### config.mk
export PLATFORM = sky130hd
export DESIGN_NAME = reprog_sequencer
export DESIGN_NICKNAME = d
export VERILOG_FILES = /design/src/rtl/rps_pkg.sv /design/src/rtl/rps_tick_gen.sv /design/src/rtl/rps_req_filter.sv /design/src/rtl/reprog_sequencer.sv
export SDC_FILE = /design/constraint.sdc
export NUM_CORES = 1
export LEC_CHECK = 0
export ABC_AREA = 1
export BUFFER_PORTS_ARGS = -buffer_cell sky130_fd_sc_hd__buf_2
export CELL_PAD_IN_SITES_DETAIL_PLACEMENT = 1
export CELL_PAD_IN_SITES_GLOBAL_PLACEMENT = 1
export CORE_ASPECT_RATIO = 1.1
export CORE_UTILIZATION = 32
export DETAILED_ROUTE_END_ITERATION = 10
export PLACE_DENSITY = 0.67
export SETUP_SLACK_MARGIN = 0.02
export SLEW_MARGIN = 20
export SYNTH_ARGS = -nofsm -noshare
export SYNTH_HDL_FRONTEND = slang
export SYNTH_SLANG_ARGS = --single-unit
### constraint.sdc
create_clock -name clk -period 1.42 [get_ports clk]
set_input_delay 0.213 -clock clk [delete_from_list [all_inputs] [get_ports clk]]
set_output_delay 0.213 -clock clk [all_outputs]
set_load 0.01 [all_outputs]
### src/rtl/rps_pkg.sv
// Shared types for the reprogram/startup sequencer.
package rps_pkg;
    typedef enum logic [1:0] {
        ST_CLEAR = 2'd0,   // memory clear, line pulled low, outputs off
        ST_WAIT  = 2'd1,   // initialized, waiting for loader
        ST_STEP  = 2'd2,   // one-cycle gap between line release and output enable
        ST_RUN   = 2'd3    // normal operation
    } rps_state_e;
endpackage

### src/rtl/rps_tick_gen.sv
// Slow timer: one-cycle tick every TICK_DIV clocks, free running from reset.
// Assumes: TICK_DIV >= 1. The first tick comes TICK_DIV-1 edges after reset release.
module rps_tick_gen #(
    parameter int TICK_DIV = 4
) (
    input  logic clk,
    input  logic rst_n,
    output logic tick
);
    localparam int CW = (TICK_DIV > 1) ? $clog2(TICK_DIV) : 1;
    localparam logic [CW-1:0] LAST = CW'(TICK_DIV - 1);

    logic [CW-1:0] cnt;

    // Divider counter, wraps at the last position.
    always_ff @(posedge clk) begin
        if (!rst_n)           cnt <= '0;
        else if (cnt == LAST) cnt <= '0;
        else                  cnt <= cnt + 1'b1;
    end

    assign tick = (cnt == LAST);

    AST_TICK_GAP: assert property (@(posedge clk) disable iff (!rst_n)
        (tick && (TICK_DIV > 1)) |=> !tick);
endmodule

### src/rtl/rps_req_filter.sv
// Restart request filter: during operation, flags a request when the line
// is low at two consecutive ticks with no high sample between them.
// Assumes: line_high is synchronous to clk. enable is high only in operation.
// The filter is re-armed only by a high sample seen while enabled.
module rps_req_filter (
    input  logic clk,
    input  logic rst_n,
    input  logic tick,
    input  logic enable,
    input  logic line_high,
    output logic req
);
    logic armed;
    logic low_seen;

    // Track arming and the first low tick; clear everything outside operation.
    always_ff @(posedge clk) begin
        if (!rst_n || !enable) begin
            armed    <= 1'b0;
            low_seen <= 1'b0;
        end else if (line_high) begin
            armed    <= 1'b1;
            low_seen <= 1'b0;
        end else if (tick && armed) begin
            low_seen <= 1'b1;
        end
    end

    assign req = enable && armed && !line_high && tick && low_seen;

    AST_REQ_LOW_BEFORE: assert property (@(posedge clk) disable iff (!rst_n)
        req |-> !$past(line_high));
    AST_REQ_IN_RUN: assert property (@(posedge clk) disable iff (!rst_n)
        req |-> $past(enable));
endmodule

### src/rtl/reprog_sequencer.sv
// Reprogram request and startup sequencer (top).
// Filters restart requests on the open-drain status line, runs a timed clear,
// waits for loading, then releases the line and enables outputs in the
// order chosen by done_first.
// Assumes: done_line already synchronous to clk; done_first static while
// the sequence runs.
module reprog_sequencer #(
    parameter int TICK_DIV    = 4,
    parameter int CLEAR_TICKS = 4
) (
    input  logic clk,
    input  logic rst_n,
    input  logic done_line,
    input  logic load_complete,
    input  logic done_first,
    output logic done_pull_low,
    output logic user_oe,
    output logic clear_active,
    output logic init_done
);
    import rps_pkg::*;

    localparam int CCW = (CLEAR_TICKS > 1) ? $clog2(CLEAR_TICKS) : 1;
    localparam logic [CCW-1:0] CLR_LAST = CCW'(CLEAR_TICKS - 1);

    rps_state_e     state;
    logic [CCW-1:0] clr_cnt;
    logic           tick;
    logic           req;
    logic           in_run;

    rps_tick_gen #(.TICK_DIV(TICK_DIV)) u_tick (
        .clk   (clk),
        .rst_n (rst_n),
        .tick  (tick)
    );

    assign in_run = (state == ST_RUN);

    rps_req_filter u_filt (
        .clk       (clk),
        .rst_n     (rst_n),
        .tick      (tick),
        .enable    (in_run),
        .line_high (done_line),
        .req       (req)
    );

    // Phase sequencing and clear-length counting.
    always_ff @(posedge clk) begin
        if (!rst_n) begin
            state   <= ST_CLEAR;
            clr_cnt <= '0;
        end else begin
            case (state)
                ST_CLEAR: if (tick) begin
                    if (clr_cnt == CLR_LAST) begin
                        state   <= ST_WAIT;
                        clr_cnt <= '0;
                    end else begin
                        clr_cnt <= clr_cnt + 1'b1;
                    end
                end
                ST_WAIT:  if (load_complete) state <= ST_STEP;
                ST_STEP:  state <= ST_RUN;
                default:  if (req) begin
                    state   <= ST_CLEAR;
                    clr_cnt <= '0;
                end
            endcase
        end
    end

    // Output decode from the phase and the release-order option.
    always_comb begin
        clear_active  = (state == ST_CLEAR);
        init_done     = (state == ST_WAIT);
        user_oe       = (state == ST_RUN) || ((state == ST_STEP) && !done_first);
        done_pull_low = (state == ST_CLEAR) || (state == ST_WAIT) ||
                        ((state == ST_STEP) && !done_first);
    end

    AST_OE_OFF_IN_CLEAR: assert property (@(posedge clk) disable iff (!rst_n)
        clear_active |-> !user_oe);
    AST_HOLD_LINE_LOW: assert property (@(posedge clk) disable iff (!rst_n)
        (clear_active || init_done) |-> done_pull_low);
    AST_INIT_AFTER_CLEAR: assert property (@(posedge clk) disable iff (!rst_n)
        $rose(init_done) |-> $past(clear_active));
    AST_LOAD_LEAVES_WAIT: assert property (@(posedge clk) disable iff (!rst_n)
        (init_done && load_complete) |=> !init_done);
    AST_RELEASE_THEN_OE: assert property (@(posedge clk) disable iff (!rst_n)
        ($fell(done_pull_low) && !user_oe) |=> user_oe);
    AST_OE_THEN_RELEASE: assert property (@(posedge clk) disable iff (!rst_n)
        ($rose(user_oe) && done_pull_low) |=> !done_pull_low);
endmodule

==> results of run 1 <==
==> cell usage after synthesis <==
cell type / instances / area [um^2]
inv_1: 12 / 45.0
nand2_1: 11 / 41.3
dfxtp_1: 8 / 160
nor2_1: 8 / 30.0
nand3_1: 7 / 35.0
ha_1: 6 / 75.1
a21oi_1: 4 / 20.0
nor2_2: 3 / 18.8
o21ai_0: 2 / 10.0
or2_1: 2 / 12.5
a211oi_1: 1 / 7.51
nand2_2: 1 / 6.26
nor3_1: 1 / 5.00
nor3b_1: 1 / 7.51
o21bai_1: 1 / 7.51
==> critical path: cells and delay by family (launching register included) <==
kind,cells,cell delay (ns)
simple gates,1,0.22
buf+inv,2,0.18
fa+ha+maj,1,0.14
flops,1,0.38
compound gates,1,0.15
==> layer usage <==
metal  vias up  GRT usage [%]  wire [um]
met5         -              0          0
met4         0           16.6         51
met3         5           6.28         35
met2         6           31.7        625
met1       211           18.0        469
li1        247              -          -
==> where the power goes <==
part	switching, mW	leakage, nW	internal [mW]	total (mW)
Combinational	0.0227	0.212	0.0205	0.0432
Sequential	0.00471	0.0664	0.232	0.237
Clock	0.0927	0.0138	0.0976	0.190
Total	0.120	0.292	0.351	0.471
==> sequential cells by signal (all words and copies together) (netlist names) <==
register and cells:
clr_cnt 2, u_filt.armed 1, state 2, u_filt.low_seen 1, u_tick.cnt 2
==> kinds of logic after synthesis <==
group                    share of synthesized area (%)
adder cells (fa/ha/maj)                           15.6
AO/OA/AOI/OAI                                     9.35
buffers and inverters                             9.35
flip-flops                                        33.2
AND/OR/NAND/NOR                                   32.5
==> worst min path at each step <==
| stage | startpoint | to | slack, ns | cells after the start |
|---|---|---|---|---|
| finish | done_line | u_filt.low_seen | 0.15 | 2 |
| floorplan | done_line | u_filt.low_seen | 0.29 | 1 |
| global route | done_line | u_filt.low_seen | 0.15 | 2 |
| CTS | done_line | u_filt.low_seen | 0.15 | 2 |
| detailed placement | u_tick.cnt[0] | u_tick.cnt[0] | 0.42 | 1 |
| global placement | u_tick.cnt[0] | u_tick.cnt[0] | 0.42 | 1 |
==> area by class of cell <==
class | instances | area share (%)
Clock buffer | 3 | 3.27
Inverter | 12 | 6.90
Multi-Input combinational cell | 48 | 51.7
Sequential cell | 8 | 24.0
Tap cell | 16 | 2.90
Timing Repair Buffer | 13 | 11.3
==> per-stage QoR <==
step           power [mW]  TNS (ns)  cells  util (%)  hold WS (ns)
2_1_floorplan       0.267         0     68         -         0.291
3_3_place_gp        0.280         0     95      40.8         0.419
3_5_place_dp        0.282  -0.00327     95      40.8         0.424
4_1_cts             0.472    -0.200    100      45.7         0.147
5_1_grt             0.503    -0.425    100      49.8         0.149
6_report            0.471    -0.222    100      49.8         0.150
==> what timing repair did <==
item,in CTS,in global routing
endpoints found under the setup margin,4,5
gates resized for setup,11,13
setup buffers,2,1
cloned,0,0
pin swaps,2,6
hold buffers,0,0
==> flow_summary.toml, run 1 <==
[setup_path]
rr_worst_depth = 8
worstPathMaxFanout = 3
worstPathRequired_ns = 1.21
r2r-start = "state[0]"
crit_arrival_ns = 1.35
worstSetupStartpoint = "state[0]"
slowest_stage = "dfxtp_4"
reg2reg_slack_ns = 0.02
timing.rr.end = "state[1]"
end_kind = "output pin"
critical_path_class = "flop to output pin"
path_cells = "inv_4 -> ha_4 -> or2_1 -> o21bai_1 -> buf_2"
startpoint_type = "flop"
cpPeakStageDelay_ns = 0.38
crit_end = "done_pull_low"

[placed_design]
postPlaceCellArea_um2 = 564
dp.final_hpwl_um = 901
pre_cts_ws_ns = -0.00327
gp_congestion = 0.766
numPortBuffers = 8

[global_route]
grt_usage_pct = 19.3
grt_pass1_vias = 509
grt_max_degree = 6
grt_pass1_wl_mm = 2.04
antenna_found_initial = 0
overflow = 0

[finish]
final_common_cell = "inv_1"
mostFrequentLayoutCells = "inv_1, nand2_1, buf_2"
drive_above_1_share_pct = 41.7
fin_area_um2 = 689
nNetsFinal = 97
nFillCells = 175
multi_input_area_um2 = 357
area_delta_synth_final_pct = 43.1
final-seq-area_um2 = 165
n_antenna_cell = 0

[cts]
cts.path.max_buffers = 2
numCtsBuffers = 3
cts_root_buf = "clkbuf_4"
htreeDepth = 1
cts_tree = "done"
clock-sinks = 8
clock_latency_ns = 0.27
clk_pin_slew_ns = 0.06

[floorplanning]
die_area_um2 = 1660
dieWidth_um = 39.0
rows = 14
pin_count = 9
coreArea_um2 = 1380
die_h_um = 42.7
initial_core_util_pct = 34.8

[yosys]
yosysSeqAreaShare_pct = 33.2
syn_area_um2 = 482
syn-num-nets = 79
ys_ff_latch = 8
avgSynthCellArea_um2 = 7.08
yosysWarningCount = 0
synth.distinct_cells = 15
synthCells = 68

[timing]
fin_ws_ns = -0.140
fmax_ghz = 0.641
clock_skew_ns = 0.0119
hold_violations = 0
finalSetupViolCount = 2
relSlewSlack_pct = 88.8
finalCritPeriodShare_pct = 110
rsz0062_at_grt = "true"
min_period_ns = 1.56
worst_pin_slew_ns = 0.167
slew_violations = 0

[power_and_ir_drop]
p_leak_nw = 0.292
cellPowerDensity_nw_per_um2 = 683
peakVddDrop_v = 0.000303

[job]
drv_cap = 0

[detailed_routing]
dr.pass1.iters = 1
drt-vias-per-instance = 4.69
num_vias = 469
drt_iter0_drc = 0
drt_wl_total_mm = 1.18
ant_nets = 0
wire_per_inst_um = 11.8
drc = 0

[hold_path]
hold_path.class = "primary input to flop"

[outcome]
violations = "setup timing"
outcome = "complete, but fails checks"
Power figures use the tool's default switching activity.
==> run 2: changes to the inputs <==
Settings changed: ABC_AREA 1 to default, CORE_ASPECT_RATIO 1.1 to default, CORE_UTILIZATION 32 to 34.
==> run 2 against run 1 <==
  * The flow still finishes with violations (setup timing)
  * Sequential power barely moved
  * Combinational power down 12%
  * Worst hold slack gained 0.11 ns
  * Worst setup slack worse by 0.023 ns
  * Count of clock-buffer cells in the layout is the same
  * Via count down 13%
  * Wire length down 4.6%
  * Register-to-register slack lost 0.07 ns
  * Clock skew decreased by 0.0082 ns
  * Area after synthesis decreased by 3.9%
  * Largest cell class unchanged
==> flow_summary.toml, run 2 <==
[yosys]
yosysWarningCount = 0
ys_ff_latch = 8
avgSynthCellArea_um2 = 9.45
synthTopCellsByCount = "dfxtp_1, ha_1, nand2_1"
synthArstFlopShare_pct = 0
synth_top_area_share_pct = 34.6
syn-num-nets = 60
yosysSeqAreaShare_pct = 34.6
yosys.area.top_type = "dfxtp_1"
synthCells = 49
ys_top_cells_by_area = "dfxtp_1, ha_1, nor2b_1, mux2i_1, nand2_1"
ys.flop_type = "dfxtp_1"
synth.distinct_cells = 26
yosysMostFrequentCell = "dfxtp_1"
syn_area_um2 = 463
synth_edf_count = 0

[finish]
top_regs = "clr_cnt x2, state x2, u_tick.cnt x2"
nNetsFinal = 78
drive_above_1_share_pct = 47.7
n_antenna_cell = 0
final_common_cell = "buf_2"
fin_cells = 79
mostFrequentLayoutCells = "buf_2, dfxtp_1, nand2_1"
area_delta_synth_final_pct = 42.2
fin_area_um2 = 658
fin_util_pct = 55.5

[hold_path]
hold_path.class = "primary input to flop"

[timing]
hold_violations = 0
relSlewSlack_pct = 84.0
fin_ws_ns = -0.164
fmax_ghz = 0.631
finalCritPeriodShare_pct = 112
min_period_ns = 1.58
slew_violations = 0
finalSetupViolCount = 4
worst_pin_slew_ns = 0.238
rsz0062_at_grt = "true"
setup-tns-final_ns = -0.313
clock_skew_ns = 0.00365
holdWs_ns = 0.259

[setup_path]
critical_path_class = "flop to output pin"
end_kind = "output pin"
crit_arrival_ns = 1.37
worstPathMaxFanout = 4
worstPathRequired_ns = 1.21
startpoint_type = "flop"

[cts]
htreeDepth = 1
clock_latency_ns = 0.25
clk_pin_slew_ns = 0.05
cts.path.max_buffers = 2
clock-sinks = 8
numCtsBuffers = 3
cts_tree = "done"
cts_root_buf = "clkbuf_4"

[placed_design]
numPortBuffers = 8
dp.final_hpwl_um = 784
dp.cells = 72
pre_cts_ws_ns = -0.0563
gp_congestion = 0.689
postPlaceCellArea_um2 = 532

[global_route]
grt_pass1_wl_mm = 1.70
overflow = 0
grt_usage_pct = 17.5
grt_pass1_vias = 433
grt_max_degree = 12
antenna_found_initial = 0

[floorplanning]
dieWidth_um = 38.9
die_area_um2 = 1510
coreArea_um2 = 1190
rows = 12
pin_count = 9
initial_core_util_pct = 39.0
die_h_um = 38.9

[detailed_routing]
num_vias = 409
dr.pass1.iters = 1
wire_per_inst_um = 14.3
ant_nets = 0
drc = 0
drt_wl_total_mm = 1.13
drt-vias-per-instance = 5.18
drt_iter0_drc = 0

[power_and_ir_drop]
p_leak_nw = 0.291
peakVddDrop_v = 0.000405
power.total_mw = 0.443
cellPowerDensity_nw_per_um2 = 673

[job]
drv_cap = 0

[outcome]
outcome = "complete, but fails checks"
violations = "setup timing"
## run 2: changes by cell type in the layout (fill, tap and decap cells not counted), sizes merged, moves of 2 or more
cell and change:
nor2b +4, nand2 -6, nand3 -5, inv -8, a21oi -2, nor2 -10, mux2i +2
## run 2: logic make-up (layout without fill, tap and decap cells)
kind of cell | Yosys count | after routing | share of synthesized area (%)
AO/OA/AOI/OAI | 7 | 7 | 13.0
adder cells (fa/ha/maj) | 6 | 6 | 16.2
buffers and inverters | 5 | 21 | 4.05
flip-flops | 8 | 8 | 34.6
multiplexers | 2 | 2 | 4.32
AND/OR/NAND/NOR | 21 | 21 | 27.8
## run 2: area by class of cell
cell class | instances | area [um^2]
well taps | 14 | 17.5
flip-flops and latches | 8 | 165
clock buffers | 3 | 22.5
fillers | 136 | 528
multi-input cells | 36 | 340
repair buffers | 14 | 92.6
inverters | 4 | 20.0
## run 2: what timing repair did
item                       in CTS  in global routing
buffers inserted                3                  1
gates resized for setup        12                  7
hold endpoints to repair        0                  0
hold buffers                    0                  0
setup endpoints to repair       4                  5
pin swaps                       2                  2
## run 2: worst paths after layout
kind / from / endpoint / slack, ns / depth (start not counted)
max reg2reg: state[0] / state[0] / -0.05 / 6
min: done_line / u_filt.armed / 0.26 / 2
max: state[0] / done_pull_low / -0.16 / 4
min reg2reg: u_tick.cnt[0] / u_tick.cnt[0] / 0.43 / 1
## run 2: worst max-delay path, stage by stage (launching register included)
cell and delay, ns:
dfxtp_2 0.34, buf_6 0.13, ha_4 0.16, or3_1 0.36, buf_2 0.15
## run 2: power by group
group / internal, mW / leakage [nW] / switching, mW
logic: 0.0181 / 0.211 / 0.0201
registers: 0.233 / 0.0664 / 0.00454
clock network: 0.0963 / 0.0138 / 0.0715
total: 0.347 / 0.291 / 0.0961
## run 2: layer usage
| layer | vias up | global-route usage [%] | part of all wire (%) |
|---|---|---|---|
| met3 | 0 | 5.20 | 3.7 |
| met4 | 0 | 10.3 | 0 |
| met2 | 10 | 30.8 | 56 |
| met5 | - | 0 | 0 |
| li1 | 203 | - | - |
| met1 | 196 | 17.8 | 40 |
==> run 3: changes to the inputs <==
Settings changed: BUFFER_PORTS_ARGS -buffer_cell sky130_fd_sc_hd__buf_2 to default, CORE_AREA from default to 2 2 39 41, CORE_UTILIZATION 34 to default, DIE_AREA from default to 0 0 41 43, DONT_BUFFER_PORTS from default to 1, PLACE_DENSITY 0.67 to 0.61.
==> run 3 against run 2 <==
  * The flow still finishes with violations (setup timing)
  * Total power down 0.73%
  * Combinational power fell by 30%
  * Count of clock-buffer cells in the layout is the same
  * Via count decreased by 5.9%
  * Largest power group unchanged
==> flow_summary.toml, run 3 (synthesis gave the netlist of run 2 again) <==
[global_route]
grt_pass1_vias = 374
antenna_found_initial = 0
grt_usage_pct = 15.1
grt_pass1_wl_mm = 1.64
overflow = 0
grt_max_degree = 12

[cts]
postCtsHoldBufs = 0
numCtsBuffers = 3
cts.path.max_buffers = 2
htreeDepth = 1
cts_root_buf = "clkbuf_4"
cts_tree = "done"
clock-sinks = 8
clock_latency_ns = 0.26
clk_pin_slew_ns = 0.06

[placed_design]
numPortBuffers = 0
postPlaceCellArea_um2 = 502
dp.final_hpwl_um = 743
dp.cells = 67
gp_congestion = 0.590

[job]
drv_cap = 0

[finish]
area_delta_synth_final_pct = 36.8
n_antenna_cell = 0
drive_above_1_share_pct = 47.5
nNetsFinal = 72
final_common_cell = "buf_4"
mostFrequentLayoutCells = "buf_4, dfxtp_1, nand2_1"
fin_cells = 75
fin_area_um2 = 633
top_regs = "clr_cnt x2, state x2, u_tick.cnt x2"

[timing]
relSlewSlack_pct = 73.7
fmax_ghz = 0.648
clock_skew_ns = 0.0113
holdWs_ns = 0.0809
worst_pin_slew_ns = 0.390
rsz0062_at_grt = "true"
fin_ws_ns = -0.123
slew_violations = 0
finalSetupViolCount = 3
finalCritPeriodShare_pct = 109
min_period_ns = 1.54
hold_violations = 0

[setup_path]
cpPeakStageDelay_ns = 0.40
critical_path_class = "flop to output pin"
worstPathRequired_ns = 1.21
startpoint_type = "flop"
crit_arrival_ns = 1.33
rr_worst_depth = 6
path_cells = "buf_4 -> ha_4 -> or3_4"
end_kind = "output pin"
slowest_stage = "or3_4"
worstPathMaxFanout = 4

[power_and_ir_drop]
p_leak_nw = 0.260
peakVddDrop_v = 0.000380
cellPowerDensity_nw_per_um2 = 695

[hold_path]
min_path_cells = 1
hold_path.class = "primary input to flop"

[detailed_routing]
drt-vias-per-instance = 5.13
dr.pass1.iters = 4
drt_wl_total_mm = 1.06
ant_nets = 0
num_vias = 385
wire_per_inst_um = 14.1
drc = 0
drt_iter0_drc = 1

[outcome]
outcome = "complete, but fails checks"
violations = "setup timing"

[floorplanning]
pin_count = 9
dieWidth_um = 41
initial_core_util_pct = 33.5
die_area_um2 = 1760
rows = 14
die_h_um = 43
coreArea_um2 = 1380
## run 3: per-layer routing
layer | share of wire, % | up-vias | GRT usage (%)
met2 | 47 | 18 | 20.6
li1 | - | 192 | -
met3 | 8.1 | 2 | 9.95
met1 | 43 | 173 | 17.2
met5 | 0 | - | 0
met4 | 1.1 | 0 | 8.00
## run 3: repair_timing
action | CTS | global route
gates resized for setup | 11 | 8
buffers inserted | 1 | 4
endpoints found under the setup margin | 5 | 5
pin swaps | 1 | 6
endpoints found under the hold margin | 0 | 0
## run 3: final cells by class
class                      count  area, um^2
clock buffer                   3        22.5
fill                         164         751
inverter                       4        17.5
multi-input combinational     36         345
sequential                     8         168
tap                           16        20.0
timing repair buffer           8        60.1
## run 3: path summary, 6_finish.rpt
check                start       endpoint  slack [ns]
min                  rst_n     clr_cnt[1]        0.08
max               state[0]  done_pull_low       -0.12
min reg2reg  u_tick.cnt[0]  u_tick.cnt[0]        0.44
max reg2reg       state[0]       state[1]       -0.12
## run 3: worst max-delay path, delay by kind of cell (launching register included)
family / cells / cell delay [ns]
adders and majority gates: 1 / 0.17
buffers and inverters: 1 / 0.15
DFF: 1 / 0.36
and+or+nand+nor: 1 / 0.40
## run 3: report_power, final
group	switching, mW	internal [mW]	leakage [nW]
combinational	0.0119	0.0147	0.180
sequential	0.00477	0.231	0.0667
clock	0.0808	0.0970	0.0138
## run 3: metrics by stage
| step | setup slack (ns) | power, mW | utilization [%] | setup TNS [ns] |
|---|---|---|---|---|
| 6_report | -0.123 | 0.440 | 45.8 | -0.330 |
| 5_1_grt | -0.203 | 0.469 | 45.8 | -0.589 |
| 4_1_cts | -0.118 | 0.451 | 40.8 | -0.206 |
| 3_5_place_dp | -0.0527 | 0.270 | 36.3 | -0.116 |
| 3_3_place_gp | -0.0441 | 0.268 | 36.3 | -0.0566 |
| 2_1_floorplan | 0.0419 | 0.267 | - | 0 |
